<file path="config.mk">
export PLATFORM = sky130hd
export DESIGN_NAME = insn_prefetch
export DESIGN_NICKNAME = d
export VERILOG_FILES = /design/src/rtl/pf_pkg.sv /design/src/rtl/pf_line.sv /design/src/rtl/pf_ctrl.sv /design/src/rtl/insn_prefetch.sv
export SDC_FILE = /design/constraint.sdc
export NUM_CORES = 1
export LEC_CHECK = 0
export BUFFER_PORTS_ARGS = -buffer_cell sky130_fd_sc_hd__buf_2
export CAP_MARGIN = 15
export CORE_MARGIN = 2
export CORE_UTILIZATION = 43
export CTS_CLUSTER_DIAMETER = 150
export DETAILED_ROUTE_END_ITERATION = 8
export GPL_TIMING_DRIVEN = 0
export PLACE_DENSITY_LB_ADDON = 0.1
export RECOVER_POWER = 50
export SYNTH_ARGS = -nofsm -noshare
export SYNTH_HDL_FRONTEND = slang
export SYNTH_SLANG_ARGS = --single-unit
export TNS_END_PERCENT = 50
</file>
<file path="constraint.sdc">
create_clock -name clk -period 5.5 [get_ports clk]
set_clock_uncertainty 0.1 [all_clocks]
set_input_delay 0 -clock clk [delete_from_list [all_inputs] [get_ports clk]]
set_output_delay 0 -clock clk [all_outputs]
set_load 0.02 [all_outputs]
</file>
<file path="src/rtl/pf_pkg.sv">
`timescale 1ns/1ps
package pf_pkg;
    typedef enum logic [2:0] {
        FILL_IDLE,
        FILL_ISSUE,
        FILL_RECV,
        BYP_ISSUE,
        BYP_RECV
    } pf_state_e;
endpackage

</file>
<file path="src/rtl/pf_line.sv">
`timescale 1ns/1ps
module pf_line #(
    parameter int AW         = 16,
    parameter int DW         = 32,
    parameter int LINE_WORDS = 8
) (
    input  logic                          clk,
    input  logic                          rst_n,
    input  logic                          clr,
    input  logic                          load,
    input  logic [AW-1:0]                 base_in,
    input  logic                          wr_en,
    input  logic [$clog2(LINE_WORDS)-1:0] wr_idx,
    input  logic [DW-1:0]                 wr_data,
    input  logic [AW-1:0]                 rd_addr,
    output logic                          in_range,
    output logic                          hit,
    output logic [DW-1:0]                 rd_data
);
    localparam int IDXW = $clog2(LINE_WORDS);

    logic [AW-1:0]         base;
    logic                  live;
    logic [LINE_WORDS-1:0] vld;
    logic [DW-1:0]         words [LINE_WORDS];
    logic [AW-1:0]         diff;
    logic [IDXW-1:0]       off;

    always_comb begin
        diff     = rd_addr - base;
        off      = diff[IDXW-1:0];
        in_range = live && (diff < AW'(LINE_WORDS));
        hit      = in_range && vld[off];
        rd_data  = words[off];
    end

    always_ff @(posedge clk) begin
        if (!rst_n) begin
            base <= '0;
            live <= 1'b0;
            vld  <= '0;
        end else if (clr) begin
            live <= 1'b0;
            vld  <= '0;
        end else if (load) begin
            base <= base_in;
            live <= 1'b1;
            vld  <= '0;
        end else if (wr_en) begin
            vld[wr_idx] <= 1'b1;
        end
    end

    for (genvar i = 0; i < LINE_WORDS; i++) begin : g_word
        always_ff @(posedge clk) begin
            if (wr_en && wr_idx == IDXW'(i))
                words[i] <= wr_data;
        end
    end


    word_ready_chk: assert property (@(posedge clk) disable iff (!rst_n)
        wr_en && !clr && !load |=> vld[$past(wr_idx)]);
endmodule

</file>
<file path="src/rtl/pf_ctrl.sv">
`timescale 1ns/1ps
module pf_ctrl
    import pf_pkg::*;
#(
    parameter int AW         = 16,
    parameter int LINE_WORDS = 8,
    parameter int MIN_BURST  = 4
) (
    input  logic                          clk,
    input  logic                          rst_n,
    input  logic                          bypass,
    input  logic                          big_burst,
    input  logic                          kill,
    input  logic                          req_live,
    input  logic [AW-1:0]                 req_addr,
    input  logic                          hit,
    input  logic                          in_range,
    input  logic                          mem_req_ready,
    input  logic                          mem_rd_valid,
    output logic                          mem_req_valid,
    output logic [AW-1:0]                 mem_req_addr,
    output logic [$clog2(LINE_WORDS):0]   mem_req_len,
    output logic                          load_base,
    output logic                          line_clr,
    output logic                          wr_en,
    output logic [$clog2(LINE_WORDS)-1:0] wr_idx,
    output logic                          byp_done
);
    localparam int IDXW = $clog2(LINE_WORDS);
    localparam int LENW = IDXW + 1;

    pf_state_e       st, nxt;
    logic [AW-1:0]   fill_base;
    logic [LENW-1:0] words_req, beat, burst_left, blen;
    logic            abort, miss_now, abort_eff;

    assign blen      = big_burst ? LENW'(LINE_WORDS) : LENW'(MIN_BURST);
    assign miss_now  = req_live && !in_range;
    assign abort_eff = abort || kill || miss_now;
    assign wr_idx    = beat[IDXW-1:0];

    always_ff @(posedge clk) begin
        if (!rst_n) st <= FILL_IDLE;
        else        st <= nxt;
    end

    always_comb begin
        nxt           = st;
        mem_req_valid = 1'b0;
        mem_req_addr  = fill_base + AW'(words_req);
        mem_req_len   = blen;
        load_base     = 1'b0;
        line_clr      = kill;
        wr_en         = 1'b0;
        byp_done      = 1'b0;
        unique case (st)
            FILL_IDLE: begin
                if (req_live && !kill) begin
                    if (bypass) begin
                        nxt      = BYP_ISSUE;
                        line_clr = 1'b1;
                    end else if (!hit) begin
                        nxt       = FILL_ISSUE;
                        load_base = 1'b1;
                    end
                end
            end
            FILL_ISSUE: begin
                mem_req_valid = 1'b1;
                if (mem_req_ready) nxt = FILL_RECV;
            end
            FILL_RECV: begin
                if (mem_rd_valid) begin
                    wr_en = !abort_eff;
                    if (burst_left == LENW'(1)) begin
                        if (abort_eff) begin
                            nxt      = FILL_IDLE;
                            line_clr = 1'b1;
                        end else if (words_req == LENW'(LINE_WORDS)) begin
                            nxt = FILL_IDLE;
                        end else begin
                            nxt = FILL_ISSUE;
                        end
                    end
                end
            end
            BYP_ISSUE: begin
                mem_req_valid = 1'b1;
                mem_req_addr  = fill_base;
                mem_req_len   = LENW'(1);
                if (mem_req_ready) nxt = BYP_RECV;
            end
            BYP_RECV: begin
                if (mem_rd_valid) begin
                    byp_done = 1'b1;
                    nxt      = FILL_IDLE;
                end
            end
            default: nxt = FILL_IDLE;
        endcase
    end

    always_ff @(posedge clk) begin
        if (!rst_n) begin
            fill_base  <= '0;
            words_req  <= '0;
            beat       <= '0;
            burst_left <= '0;
            abort      <= 1'b0;
        end else begin
            if (st == FILL_IDLE && nxt != FILL_IDLE) begin
                fill_base <= req_addr;
                words_req <= '0;
                beat      <= '0;
                abort     <= 1'b0;
            end
            if ((st == FILL_ISSUE || st == FILL_RECV) && (kill || miss_now))
                abort <= 1'b1;
            if (st == FILL_ISSUE && mem_req_ready) begin
                words_req  <= words_req + blen;
                burst_left <= blen;
            end
            if (st == FILL_RECV && mem_rd_valid) begin
                beat       <= beat + LENW'(1);
                burst_left <= burst_left - LENW'(1);
            end
        end
    end


    req_hold_chk: assert property (@(posedge clk) disable iff (!rst_n)
        mem_req_valid && !mem_req_ready |=>
            mem_req_valid && $stable(mem_req_addr) && $stable(mem_req_len));


    kill_drop_chk: assert property (@(posedge clk) disable iff (!rst_n)
        (st == FILL_ISSUE || st == FILL_RECV) && kill |=> !wr_en);
endmodule

</file>
<file path="src/rtl/insn_prefetch.sv">
`timescale 1ns/1ps
module insn_prefetch #(
    parameter int AW         = 16,
    parameter int DW         = 32,
    parameter int LINE_WORDS = 8,
    parameter int MIN_BURST  = 4
) (
    input  logic                        clk,
    input  logic                        rst_n,
    input  logic                        cfg_pf_en,
    input  logic [1:0]                  cfg_burst_code,
    input  logic                        flush_req,
    input  logic                        copy_issue,
    input  logic                        copy_noflush,
    input  logic                        fetch_valid,
    input  logic [AW-1:0]               fetch_addr,
    output logic                        fetch_rsp_valid,
    output logic [DW-1:0]               fetch_rsp_data,
    output logic                        mem_req_valid,
    input  logic                        mem_req_ready,
    output logic [AW-1:0]               mem_req_addr,
    output logic [$clog2(LINE_WORDS):0] mem_req_len,
    input  logic                        mem_rd_valid,
    input  logic [DW-1:0]               mem_rd_data
);
    localparam int IDXW = $clog2(LINE_WORDS);

    logic            flush_now, bypass, big_burst, req_live, take;
    logic            line_hit, line_in_range, load_base, line_clr, wr_en, byp_done;
    logic [IDXW-1:0] wr_idx;
    logic [DW-1:0]   line_data;
    logic [7:0]      burst_words;

    assign burst_words = 8'd1 << cfg_burst_code;
    assign bypass      = !cfg_pf_en || (int'(burst_words) < MIN_BURST);
    assign big_burst   = int'(burst_words) >= LINE_WORDS;
    assign flush_now   = flush_req || (copy_issue && !copy_noflush);
    assign req_live    = fetch_valid && !fetch_rsp_valid;
    assign take        = req_live && line_hit && !bypass && !flush_now;

    pf_line #(.AW(AW), .DW(DW), .LINE_WORDS(LINE_WORDS)) u_line (
        .clk(clk), .rst_n(rst_n), .clr(line_clr), .load(load_base),
        .base_in(fetch_addr), .wr_en(wr_en), .wr_idx(wr_idx),
        .wr_data(mem_rd_data), .rd_addr(fetch_addr),
        .in_range(line_in_range), .hit(line_hit), .rd_data(line_data)
    );

    pf_ctrl #(.AW(AW), .LINE_WORDS(LINE_WORDS), .MIN_BURST(MIN_BURST)) u_ctrl (
        .clk(clk), .rst_n(rst_n), .bypass(bypass), .big_burst(big_burst),
        .kill(flush_now), .req_live(req_live), .req_addr(fetch_addr),
        .hit(line_hit), .in_range(line_in_range),
        .mem_req_ready(mem_req_ready), .mem_rd_valid(mem_rd_valid),
        .mem_req_valid(mem_req_valid), .mem_req_addr(mem_req_addr),
        .mem_req_len(mem_req_len), .load_base(load_base), .line_clr(line_clr),
        .wr_en(wr_en), .wr_idx(wr_idx), .byp_done(byp_done)
    );

    always_ff @(posedge clk) begin
        if (!rst_n) begin
            fetch_rsp_valid <= 1'b0;
            fetch_rsp_data  <= '0;
        end else begin
            fetch_rsp_valid <= take || byp_done;
            fetch_rsp_data  <= byp_done ? mem_rd_data : line_data;
        end
    end


    rsp_pulse_chk: assert property (@(posedge clk) disable iff (!rst_n)
        fetch_rsp_valid |=> !fetch_rsp_valid);


    flush_quiet_chk: assert property (@(posedge clk) disable iff (!rst_n)
        flush_now && !bypass && !mem_rd_valid |=> !fetch_rsp_valid);
endmodule

</file>
---- Word-level counts from Yosys, hierarchy flattened ----
Memory sizes are Yosys's and may differ from the RTL's.
Cells that the tools add are included.
word-level totals
  flip-flop bits (word level) ............. 90
  latch bits .............................. 0
  memory bits (writable) .................. 256
  memory bits (read-only) ................. 0
  input bits .............................. 59
  output and inout port bits .............. 54
  logic and storage cells ................. 172
  memories ................................ 1
memory list
  memory        depth  bits a word  read ports  clocked after Yosys merged registers in  wr ports  RTL line       RTL
  u_line.words  8      32           1           0                                        1         pf_line.sv:25  logic [DW-1:0] words [LINE_WORDS];
operators by class
  add/sub/neg operators ................... 5
  $mul .................................... 0
  div/mod/pow operators ................... 0
  order comparisons ....................... 6
  equality and inequality tests ........... 13
  shift-type cells ........................ 1
  muxes and demuxes ....................... 78
  bitwise operators ....................... 3
  reductions and logical operators ........ 54
operators by type and width
  kind                                                          count
  two-way mux 32 bit                                            8
  OR reduction 32 bit                                           7
  two-way mux 3 bit                                             16
  two-way mux 1 bit                                             42
  two-way mux 4 bit                                             7
  logical AND 1 bit                                             22
  adder 16 x 4 -> 16 bit                                        1
  less-than comparator 16 x 4 -> 1 bit (second input constant)  1
  two-way mux 16 bit                                            1
  subtractor 16 bit                                             1
  == test 3 bit (second input constant)                         5
  case mux 3 bit (5 select lines)                               1
  == test 3 x 2 -> 1 bit (second input constant)                4
  >= comparator 8 x 4 -> 1 bit (second input constant)          1
  less-than comparator 3 x 4 -> 1 bit (second input constant)   2
  less-than comparator 8 x 3 -> 1 bit (second input constant)   1
  OR 8 bit                                                      1
  nonzero test 2 bit                                            4
  << shifter 1 x 2 -> 8 bit (first input constant)              1
  logical NOT 1 bit                                             7
  logical OR 1 bit                                              7
  == test 3 x 1 -> 1 bit (second input constant)                2
  logical NOT 3 bit                                             2
  adder 4 x 1 -> 4 bit (second input constant)                  1
  13 further kinds                                              15

---- Depth between registers and ports, before layout ----
Gate-level depths: netlist of run 1.
  depth in word-level cells ............... 20
  gate-level depth with buffers ........... 14

---- Modules after synthesis ----
Synthesis of run 1 repeated with hierarchy kept, for this count alone.
second synthesis, totals
  cells, all modules ...................... 951
  area total of the unflattened synthesis .. 14680.3 sq um
modules (own cells, without submodules)
  module         instances  cells each  area each (sq um)  seq. area each (sq um)
  pf_line        1          629         11569.8            8187.9
  pf_ctrl        1          210         1789.2             580.6
  insn_prefetch  1          112         1321.3             660.6

---- Worst setup path after synthesis of run 1 ----
No wires, ideal clock.
  path kind ............................... register to register
  start ................................... register u_line.base[0]
  end ..................................... memory u_line.words[0][0] (enable)
  arrival time ............................ 3.664 ns
  required time ........................... 5.008 ns
  path slack .............................. 1.343 ns
  stages on the path, launching flop included .. 12
  path buffers ............................ 0
  cell sequence ........................... dfxtp_1 ha_1 fa_1 nand2b_1 a211oi_2 o21ai_0 nand3_1 or4bb_1 nor4_4 a21o_1 and3_1 and3_1
on the way
  cells in the longest elaborated chain, start to end .. 20
RTL lines
  what                                                                            RTL line       RTL
  start: declaration                                                              pf_line.sv:22  logic [AW-1:0] base;
  start signal: assignment                                                        pf_line.sv:46  base <= base_in;
  subtractor 16 bit (*)                                                           pf_line.sv:30  diff = rd_addr - base;
  less-than comparator 16 x 4 -> 1 bit (*)                                        pf_line.sv:32  in_range = live && (diff < AW'(LINE_WORDS));
  logical AND 1 bit (*)                                                           pf_line.sv:32
  logical NOT 1 bit (*)                                                           pf_ctrl.sv:38  assign miss_now = req_live && !in_range;
  logical AND 1 bit (*)                                                           pf_ctrl.sv:38
  logical OR 1 bit (*)                                                            pf_ctrl.sv:39  assign abort_eff = abort || kill || miss_now;
  logical NOT 1 bit (*)                                                           pf_ctrl.sv:74  wr_en = !abort_eff;
  two-way mux 1 bit (*)                                                           pf_ctrl.sv:73  if (mem_rd_valid) begin
  two-way mux 1 bit (*)                                                           pf_ctrl.sv:56  unique case (st)
  logical AND 1 bit                                                               pf_line.sv:56  if (wr_en && wr_idx == IDXW'(i))
  two-way mux 1 bit                                                               pf_line.sv:56
  two-way mux 1 bit (not written as such)                                         pf_line.sv:57  words[i] <= wr_data;
  OR reduction 32 bit (no line)                                                   n/a
  two-way mux 3 bit (no line) or two-way mux 1 bit (tied branches) (7 in series)  n/a
  end: declaration                                                                pf_line.sv:25
Every way passes the cells marked *; elsewhere a longest branch is shown, timed or not.

---- Final worst setup path of run 1 ----
  start ................................... register u_line.base[0]
  end ..................................... memory u_line.words[1][5] (enable)
Same word-level chain as after synthesis.

==> qor_table.md, run 1 <==
| Parameter | Reported |
|:---|:---|
| First-pass iteration count of the detailed router | 5 |
| Deepest level of the CTS H-tree | 2 |
| Area of the multi-input gates | 4620 µm² |
| ANT cells | 0 |
| Routed wirelength normalized by instance count | 20.4 µm |
| VDD IR max | 0.000290 V |
| Crit path largest cell delay | 0.61 ns |
| Io pins | 113 |
| Clk sink count | 343 |
| Average instance area after synthesis | 14.8 µm² |
| Vias per cell | 5.39 |
| Dominant delay contributor by cell family on the critical path | simple AND/OR/NAND/NOR gates |
| Global-route wire length before repair | 52,500 µm |
| Slowest CP cell | sky130_fd_sc_hd__and3_2 |
| Clock transition at path regs | 0.06 ns |
| Kind of path behind the tightest hold check | input port to register |
| Final hold vios | 0 |
| Leakage power of the design | 0.00622 µW |
| Crit path arrival time | 4.67 ns |
| Die extent in x | 187 µm |
| Area of the core | 33,300 µm² |
| Total grt overflow | 0 |
| Proportion of register bits with asynchronous set or reset after synthesis | 0% |
| Number of buffers inserted during clock tree synthesis | 37 |
| Post-Synth Simple-Gate Area | 7.79% |
| Cell Area, Placed | 15,700 µm² |
| Count of buffers added by post-CTS timing repair for setup | 0 |
| Most common flop cell mapped by yosys | sky130_fd_sc_hd__edfxtp_1 |
| Sequence of cells on the critical path | ha_1, fa_1, nand2b_1, a211oi_2, o21ai_0, nand3_1, or4bb_1, nor4_4, a21o_1, and3_1, and3_2, buf_16 |
| Fraction of the yosys area taken by sequential cells | 65.5% |
| Via count of the first global-routing pass | 8,994 |
| RSZ-0062 raised after global routing | false |
| Die H | 187 µm |
| Clock tree from TritonCTS | done |
| Maximum capacitance violations | 0 |
| Critical path class | register to register |
| Detailed Route WL | 34,000 µm |
| Combined area of all synthesized cells | 14,400 µm² |
| Adder and majority cell fraction of the synthesized area | 2.40% |
| Via total after detailed routing | 8,989 |
| Clock root buffer master | sky130_fd_sc_hd__clkbuf_16 |
| Post-synth EDFFs | 256 |
| #FFs+latches synth | 343 |
| Count of mapped cells out of synthesis | 971 |
| Layout overhead on the synthesized area | 21.2% |
| Yosys cell types | 60 |
| Count of antenna-violating nets left after detailed routing | 0 |
| Total setup violations reported at the end of the flow | 0 |
| Kind of capture point of the worst setup path | register |
| Total area of sequential cells | 9430 µm² |
| Power per standard cell area | 336 nW/µm² |
| Status | completed |
| Synthesized-area fraction occupied by ao, oa, aoi and oai cells | 7.79% |
| Multiplexer area fraction after synthesis | 12.8% |
| Global placer's final weighted congestion | 0.808 |
| Final slew viol count | 0 |
| Drt drc | 0 |
| Aggregate global-route resource usage | 19.5% |
| Number of antenna violations at the first check in global routing | 1 |
| Final period util | 82.5% |
| Crit Path Max Fanout | 17 |
| Total of fill cells in the finished design | 2,868 |
| Upper clock frequency limit | 220 MHz |
| Post-layout minimum cycle time | 4.54 ns |
| Detail Placement HPWL | 21,100 µm |
| Clock latency on the worst-skew pair | 0.53 ns |
| Xor/xnor share of the synthesized area | 1.28% |
| Final core utilization | 52.4% |
| Largest net degree at the start of global routing | 29 |
| Main combinational cell family by area after synthesis | multiplexers |
| Die outline area | 35,000 µm² |
| Syn nets | 1,057 |
| Row count | 67 |
| Number of DRC violations after detailed-routing iteration 0 | 611 |
| Net total in the final layout | 1,276 |
| PortBufs | 111 |
| Final design instance area without fill | 17,400 µm² |
| Synth warnings | 0 |
| Startpoint class of the critical path | register |
| Proportion of layout cells with a drive suffix above 1 | 15.1% |
| Starting density of the core | 43.3% |
| Deepest clock path buffer count | 3 |
| Worst Max-Slew Pin Slew | 1.07 ns |
| Endpoint required time on the critical path | 5.63 ns |
| Count of buffer and inverter cells on the critical path | 1 |
| Max-slew headroom | 28.7% |
synth_stat cells (3+ instances only):
cell type | instances | area, µm²
sky130_fd_sc_hd__edfxtp_1 | 256 | 7690
sky130_fd_sc_hd__nand2_1 | 94 | 353
sky130_fd_sc_hd__dfxtp_1 | 87 | 1740
sky130_fd_sc_hd__mux4_2 | 66 | 1490
sky130_fd_sc_hd__nand3_1 | 50 | 250
sky130_fd_sc_hd__mux2i_1 | 33 | 330
sky130_fd_sc_hd__nor2_1 | 32 | 120
sky130_fd_sc_hd__o211a_1 | 32 | 320
sky130_fd_sc_hd__clkbuf_1 | 30 | 113
sky130_fd_sc_hd__inv_1 | 30 | 113
sky130_fd_sc_hd__o21ai_1 | 27 | 135
sky130_fd_sc_hd__ha_1 | 26 | 325
sky130_fd_sc_hd__a21oi_1 | 21 | 105
sky130_fd_sc_hd__o21ai_0 | 21 | 105
sky130_fd_sc_hd__buf_1 | 14 | 52.6
sky130_fd_sc_hd__xnor2_1 | 14 | 123
sky130_fd_sc_hd__nor3_1 | 11 | 55.1
sky130_fd_sc_hd__a21o_1 | 9 | 67.6
sky130_fd_sc_hd__a31oi_1 | 9 | 56.3
sky130_fd_sc_hd__and3_1 | 9 | 56.3
sky130_fd_sc_hd__nor2b_1 | 8 | 50.1
sky130_fd_sc_hd__and2_1 | 7 | 43.8
sky130_fd_sc_hd__xor2_1 | 7 | 61.3
sky130_fd_sc_hd__buf_2 | 6 | 30.0
sky130_fd_sc_hd__nand2b_1 | 6 | 37.5
sky130_fd_sc_hd__o22ai_1 | 6 | 37.5
sky130_fd_sc_hd__a211oi_1 | 5 | 37.5
sky130_fd_sc_hd__a41oi_1 | 4 | 35.0
sky130_fd_sc_hd__o211ai_1 | 4 | 30.0
sky130_fd_sc_hd__buf_4 | 3 | 22.5
sky130_fd_sc_hd__nor3b_1 | 3 | 22.5
sky130_fd_sc_hd__o21a_1 | 3 | 22.5
kinds of logic (layout without fill, tap and decap cells):
group                      count (synthesis)  in the layout
buffers and inverters                     85            333
xor gates and xnor gates                  21             21
AOI/OAI and AO/OA                        159            159
adders and majority gates                 27             27
DFF                                      343            343
and+or+nand+nor                          234            234
other                                      1              1
muxes                                    101            101
routing by layer:
metal | wire, µm | global-route usage [%] | vias up
met4 | 621 | 4.73 | 2
met5 | 13 | 0 | -
met1 | 15600 | 27.7 | 4487
met3 | 1690 | 2.98 | 52
li1 | - | - | 4187
met2 | 16000 | 31.6 | 261
state kept, by name, summed over array words and instances, names as in the netlist:
signal,cells
u_line.words,256
fetch_rsp_data,32
u_ctrl.fill_base,16
u_line.base,16
u_line.vld,8
u_ctrl.burst_left,4
u_ctrl.beat,3
u_ctrl.st,3
u_ctrl.words_req,2
fetch_rsp_valid,1
u_ctrl.abort,1
u_line.live,1
power by group:
group	switching, µW	internal [µW]	total, µW
Clock	1010	1520	2530
Combinational	293	208	501
Sequential	18.5	2810	2830
Total	1320	4540	5860
final timing paths:
kind	cells past startpoint	endpoint	startpoint	slack (ns)
max reg2reg	12	u_line.words[1][5]	u_line.base[0]	0.96
min reg2reg	2	u_line.base[11]	u_line.base[11]	0.35
min	4	u_ctrl.abort	copy_issue	0.05
max	12	u_line.words[1][5]	u_line.base[0]	0.96
timing repair:
| item | 4_1_cts | 5_1_grt |
|---|---|---|
| endpoints found under the setup margin | 0 | 0 |
| hold buffers | 61 | 0 |
| endpoints found under the hold margin | 330 | 0 |
| resized for setup | 0 | 0 |
cell usage in the layout, fill, tap and decap left out, types with 9 or more instances in the layout:
cell type                         n
sky130_fd_sc_hd__edfxtp_1       256
sky130_fd_sc_hd__clkbuf_1       118
sky130_fd_sc_hd__nand2_1         94
sky130_fd_sc_hd__dfxtp_1         87
sky130_fd_sc_hd__mux4_2          66
sky130_fd_sc_hd__dlygate4sd3_1   61
sky130_fd_sc_hd__nand3_1         50
sky130_fd_sc_hd__clkbuf_16       38
sky130_fd_sc_hd__buf_2           35
sky130_fd_sc_hd__mux2i_1         33
sky130_fd_sc_hd__nor2_1          32
sky130_fd_sc_hd__o211a_1         32
sky130_fd_sc_hd__inv_1           30
sky130_fd_sc_hd__o21ai_1         27
sky130_fd_sc_hd__ha_1            26
sky130_fd_sc_hd__a21oi_1         21
sky130_fd_sc_hd__o21ai_0         21
sky130_fd_sc_hd__xnor2_1         14
sky130_fd_sc_hd__buf_1           14
sky130_fd_sc_hd__nor3_1          11
sky130_fd_sc_hd__a21o_1           9
sky130_fd_sc_hd__a31oi_1          9
final cells by class:
class                   count  share of cell area [%]
flip-flops and latches    343                    54.0
multi-input cells         543                    26.5
repair buffers            180                    7.06
clock buffers              45                    5.66
well taps                 448                    3.21
clock inverters            23                    1.49
plain buffers              55                    1.38
inverters                  30                   0.645
worst reg2reg max path, stage by stage, from the launching register on:
cell and delay, ns:
sky130_fd_sc_hd__dfxtp_1 0.31, sky130_fd_sc_hd__ha_1 0.21, sky130_fd_sc_hd__fa_1 0.41, sky130_fd_sc_hd__nand2b_1 0.21, sky130_fd_sc_hd__a211oi_2 0.34, sky130_fd_sc_hd__o21ai_0 0.21
sky130_fd_sc_hd__nand3_1 0.12, sky130_fd_sc_hd__or4bb_1 0.54, sky130_fd_sc_hd__nor4_4 0.50, sky130_fd_sc_hd__a21o_1 0.20, sky130_fd_sc_hd__and3_1 0.25, sky130_fd_sc_hd__and3_2 0.61
sky130_fd_sc_hd__buf_16 0.25
stage by stage:
| step | hold slack, ns | worst slack [ns] | TNS (ns) | power (µW) | std cells |
|---|---|---|---|---|---|
| 4_1_cts | 0.0212 | 0.963 | 0 | 5930 | 1667 |
| 3_5_place_dp | 0.172 | 0.981 | 0 | 3360 | 1538 |
| 3_3_place_gp | 0.170 | -0.00242 | -0.0253 | 3360 | 1530 |
| 5_1_grt | 0.0963 | 0.729 | 0 | 6060 | 1667 |
| 2_1_floorplan | -0.00113 | 1.34 | 0 | 3200 | 971 |
| 6_report | 0.0471 | 0.960 | 0 | 5860 | 1667 |
No activity file was read; power rests on OpenSTA's default activity.
==> inputs of run 2 (changes only) <==
Clock period 5.5 ns to 4.1 ns, I/O delays scaled along.
==> run 2 against run 1 <==
  * Critical path depth is 1 higher
  * Register-to-register slack worse by 0.78 ns
  * Hold slack better by 0.034 ns
  * Critical path type unchanged
  * Critical endpoint is now u_line.words[6][26]
==> qor_table.md, run 2 (synthesized netlist as in run 1, its figures left out) <==
| Parameter | Reported |
|:---|:---|
| Status | completed |
| Clock tree from TritonCTS | done |
| Cell Area, Placed | 15,600 µm² |
| Total setup violations reported at the end of the flow | 0 |
| Largest net degree at the start of global routing | 21 |
| Die extent in x | 187 µm |
| PortBufs | 111 |
| Cell internal power dissipation | 5930 µW |
| Aggregate global-route resource usage | 20.2% |
| Layout overhead on the synthesized area | 23.3% |
| Maximum capacitance violations | 0 |
| M2 GR Usage | 33.1% |
| Met1 track demand over resource | 29.0% |
| Final slew viol count | 0 |
| Worst hold path depth | 5 |
| Global-route wire length before repair | 53,900 µm |
| Cell Count Post-Placement | 1,534 |
| Post-Layout Cell Count | 1,691 |
| Final design instance area without fill | 17,800 µm² |
| Die outline area | 35,000 µm² |
| Post-layout minimum cycle time | 3.92 ns |
| GR Layer Usage met3 | 2.85% |
| Row count | 67 |
| Busiest layer in global routing | met2 |
| Sequence of cells on the critical path | inv_1, ha_1, clkbuf_1, nand2_1, nor4_1, o31ai_1, a21o_1, a221o_1, nor4_4, a21o_1, and3_4, and3_4, buf_12 |
| Number of gates on the worst path with buffers counted | 13 |
| Count of buffer and inverter cells on the critical path | 3 |
| Critical path class | register to register |
| Crit path largest cell delay | 0.35 ns |
| Total of fill cells in the finished design | 2,842 |
| Clock transition at path regs | 0.06 ns |
| Dominant delay contributor by cell family on the critical path | simple AND/OR/NAND/NOR gates |
| RSZ-0062 raised after global routing | false |
| Deepest level of the CTS H-tree | 2 |
| Total grt overflow | 0 |
| Setup slack of the critical path after layout | 0.178 ns |
| Detailed Route WL | 35,300 µm |
| Deepest clock path buffer count | 3 |
| Most frequent cells in the layout | sky130_fd_sc_hd__edfxtp_1 (256), sky130_fd_sc_hd__clkbuf_1 (120), sky130_fd_sc_hd__nand2_1 (94) |
| Power per standard cell area | 435 nW/µm² |
| Proportion of layout cells with a drive suffix above 1 | 16.3% |
| Kind of path behind the tightest hold check | input port to register |
| Via total after detailed routing | 9,058 |
| Worst-case register-to-register setup slack | 0.18 ns |
| Endpoint required time on the critical path | 4.22 ns |
| Switching Fraction | 23.2% |
| Worst Max-Slew Pin Slew | 1.04 ns |
| Io pins | 113 |
| Max reg flops | 256 |
| Area of the core | 33,300 µm² |
| Startpoint class of the critical path | register |
| Starting density of the core | 43.3% |
| Die H | 187 µm |
| Post-placement setup slack | -0.679 ns |
| Upper clock frequency limit | 255 MHz |
| Clk sink count | 343 |
| Max-slew headroom | 30.4% |
| Sum of negative setup slack | 0 ns |
| Global placer's final weighted congestion | 0.832 |
| Final period util | 95.7% |
| Leakage power of the design | 0.00632 µW |
| Most common library cell in the layout ignoring fill and taps | sky130_fd_sc_hd__edfxtp_1 |
| Registers with the highest flip-flop counts | u_line.words: 256 flops, fetch_rsp_data: 32 flops |
| Combinational share of power | 8.8% |
| Final hold vios | 0 |
| First-pass iteration count of the detailed router | 5 |
| Crit path arrival time | 4.04 ns |
| Path depth of the worst reg2reg path | 13 |
| Slowest CP cell | sky130_fd_sc_hd__a221o_1 |
| Number of DRC violations after detailed-routing iteration 0 | 698 |
| Clock latency on the worst-skew pair | 0.53 ns |
| Top reg by flops | u_line.words |
| Count of antenna-violating nets left after detailed routing | 0 |
| Kind of capture point of the worst setup path | register |
| Vias per cell | 5.36 |
| Via count of the first global-routing pass | 9,016 |
| Crit Path Max Fanout | 18 |
| Routed wirelength normalized by instance count | 20.9 µm |
| VDD IR max | 0.000347 V |
| Portion of total power attributed to sequential cells | 49.2% |
| Net total in the final layout | 1,299 |
| Clock root buffer master | sky130_fd_sc_hd__clkbuf_16 |
| Drt drc | 0 |
| Number of buffers inserted during clock tree synthesis | 37 |
| Number of antenna violations at the first check in global routing | 1 |
| Clock power share | 42.0% |
| Detail Placement HPWL | 20,800 µm |
| Switching Power | 1790 µW |
==> run 2: metrics by stage <==
step,hold WS (ns),utilization [%],power [µW]
global route,0.138,53.3,7980
floorplan,-0.00113,-,4290
finish,0.0811,53.3,7710
global placement,0.168,46.6,4510
detailed placement,0.173,46.9,4510
CTS,0.0499,53.3,7790
==> run 2: worst paths after layout <==
kind                                       from             endpoint
worst max-delay path             u_line.base[8]  u_line.words[6][26]
worst min-delay path                 copy_issue        u_line.vld[1]
worst max register to register   u_line.base[8]  u_line.words[6][26]
worst min register to register  u_line.base[12]      u_line.base[12]
==> run 2: timing repair <==
action / 4_1_cts / 5_1_grt
setup endpoints to repair: 256 / 256
gates resized for setup: 13 / 5
pin swaps: 10 / 4
hold endpoints to repair: 329 / 0
setup buffers: 16 / 6
gates cloned: 4 / 1
hold buffers: 61 / 0
==> run 2: worst min-delay path: cells and delay by family <==
family          cells  cell delay, ns
simple gates        2            0.16
compound gates      2            0.42
buf+inv             1            0.09
==> run 2: final cells by class <==
cell class	instances	area, µm²	share of cell area (%)
antenna	1	2.50	0.0141
buffer	55	240	1.35
clock buffer	48	1010	5.68
clock inverter	20	165	0.930
inverter	30	113	0.634
multi-input combinational	548	4730	26.6
sequential	343	9430	53.1
tap	448	561	3.16
timing repair buffer	198	1510	8.50
==> run 2: per-layer routing <==
layer  wire length, µm  up-vias
met5                 0        -
met4               596        0
met3              1600       48
met2             16600      220
met1             16500     4535
li1                  -     4255
==> run 2: power groups by stage <==
| stage | sequential (µW) | clock [µW] | combinational [µW] |
|---|---|---|---|
| 2_1_floorplan | 3900 | 0 | 386 |
| 4_1_cts | 3800 | 3300 | 696 |
| 5_1_grt | 3800 | 3430 | 746 |
| 6_report | 3800 | 3240 | 679 |
| 3_3_place_gp | 3870 | 0 | 642 |
| 3_5_place_dp | 3870 | 0 | 643 |
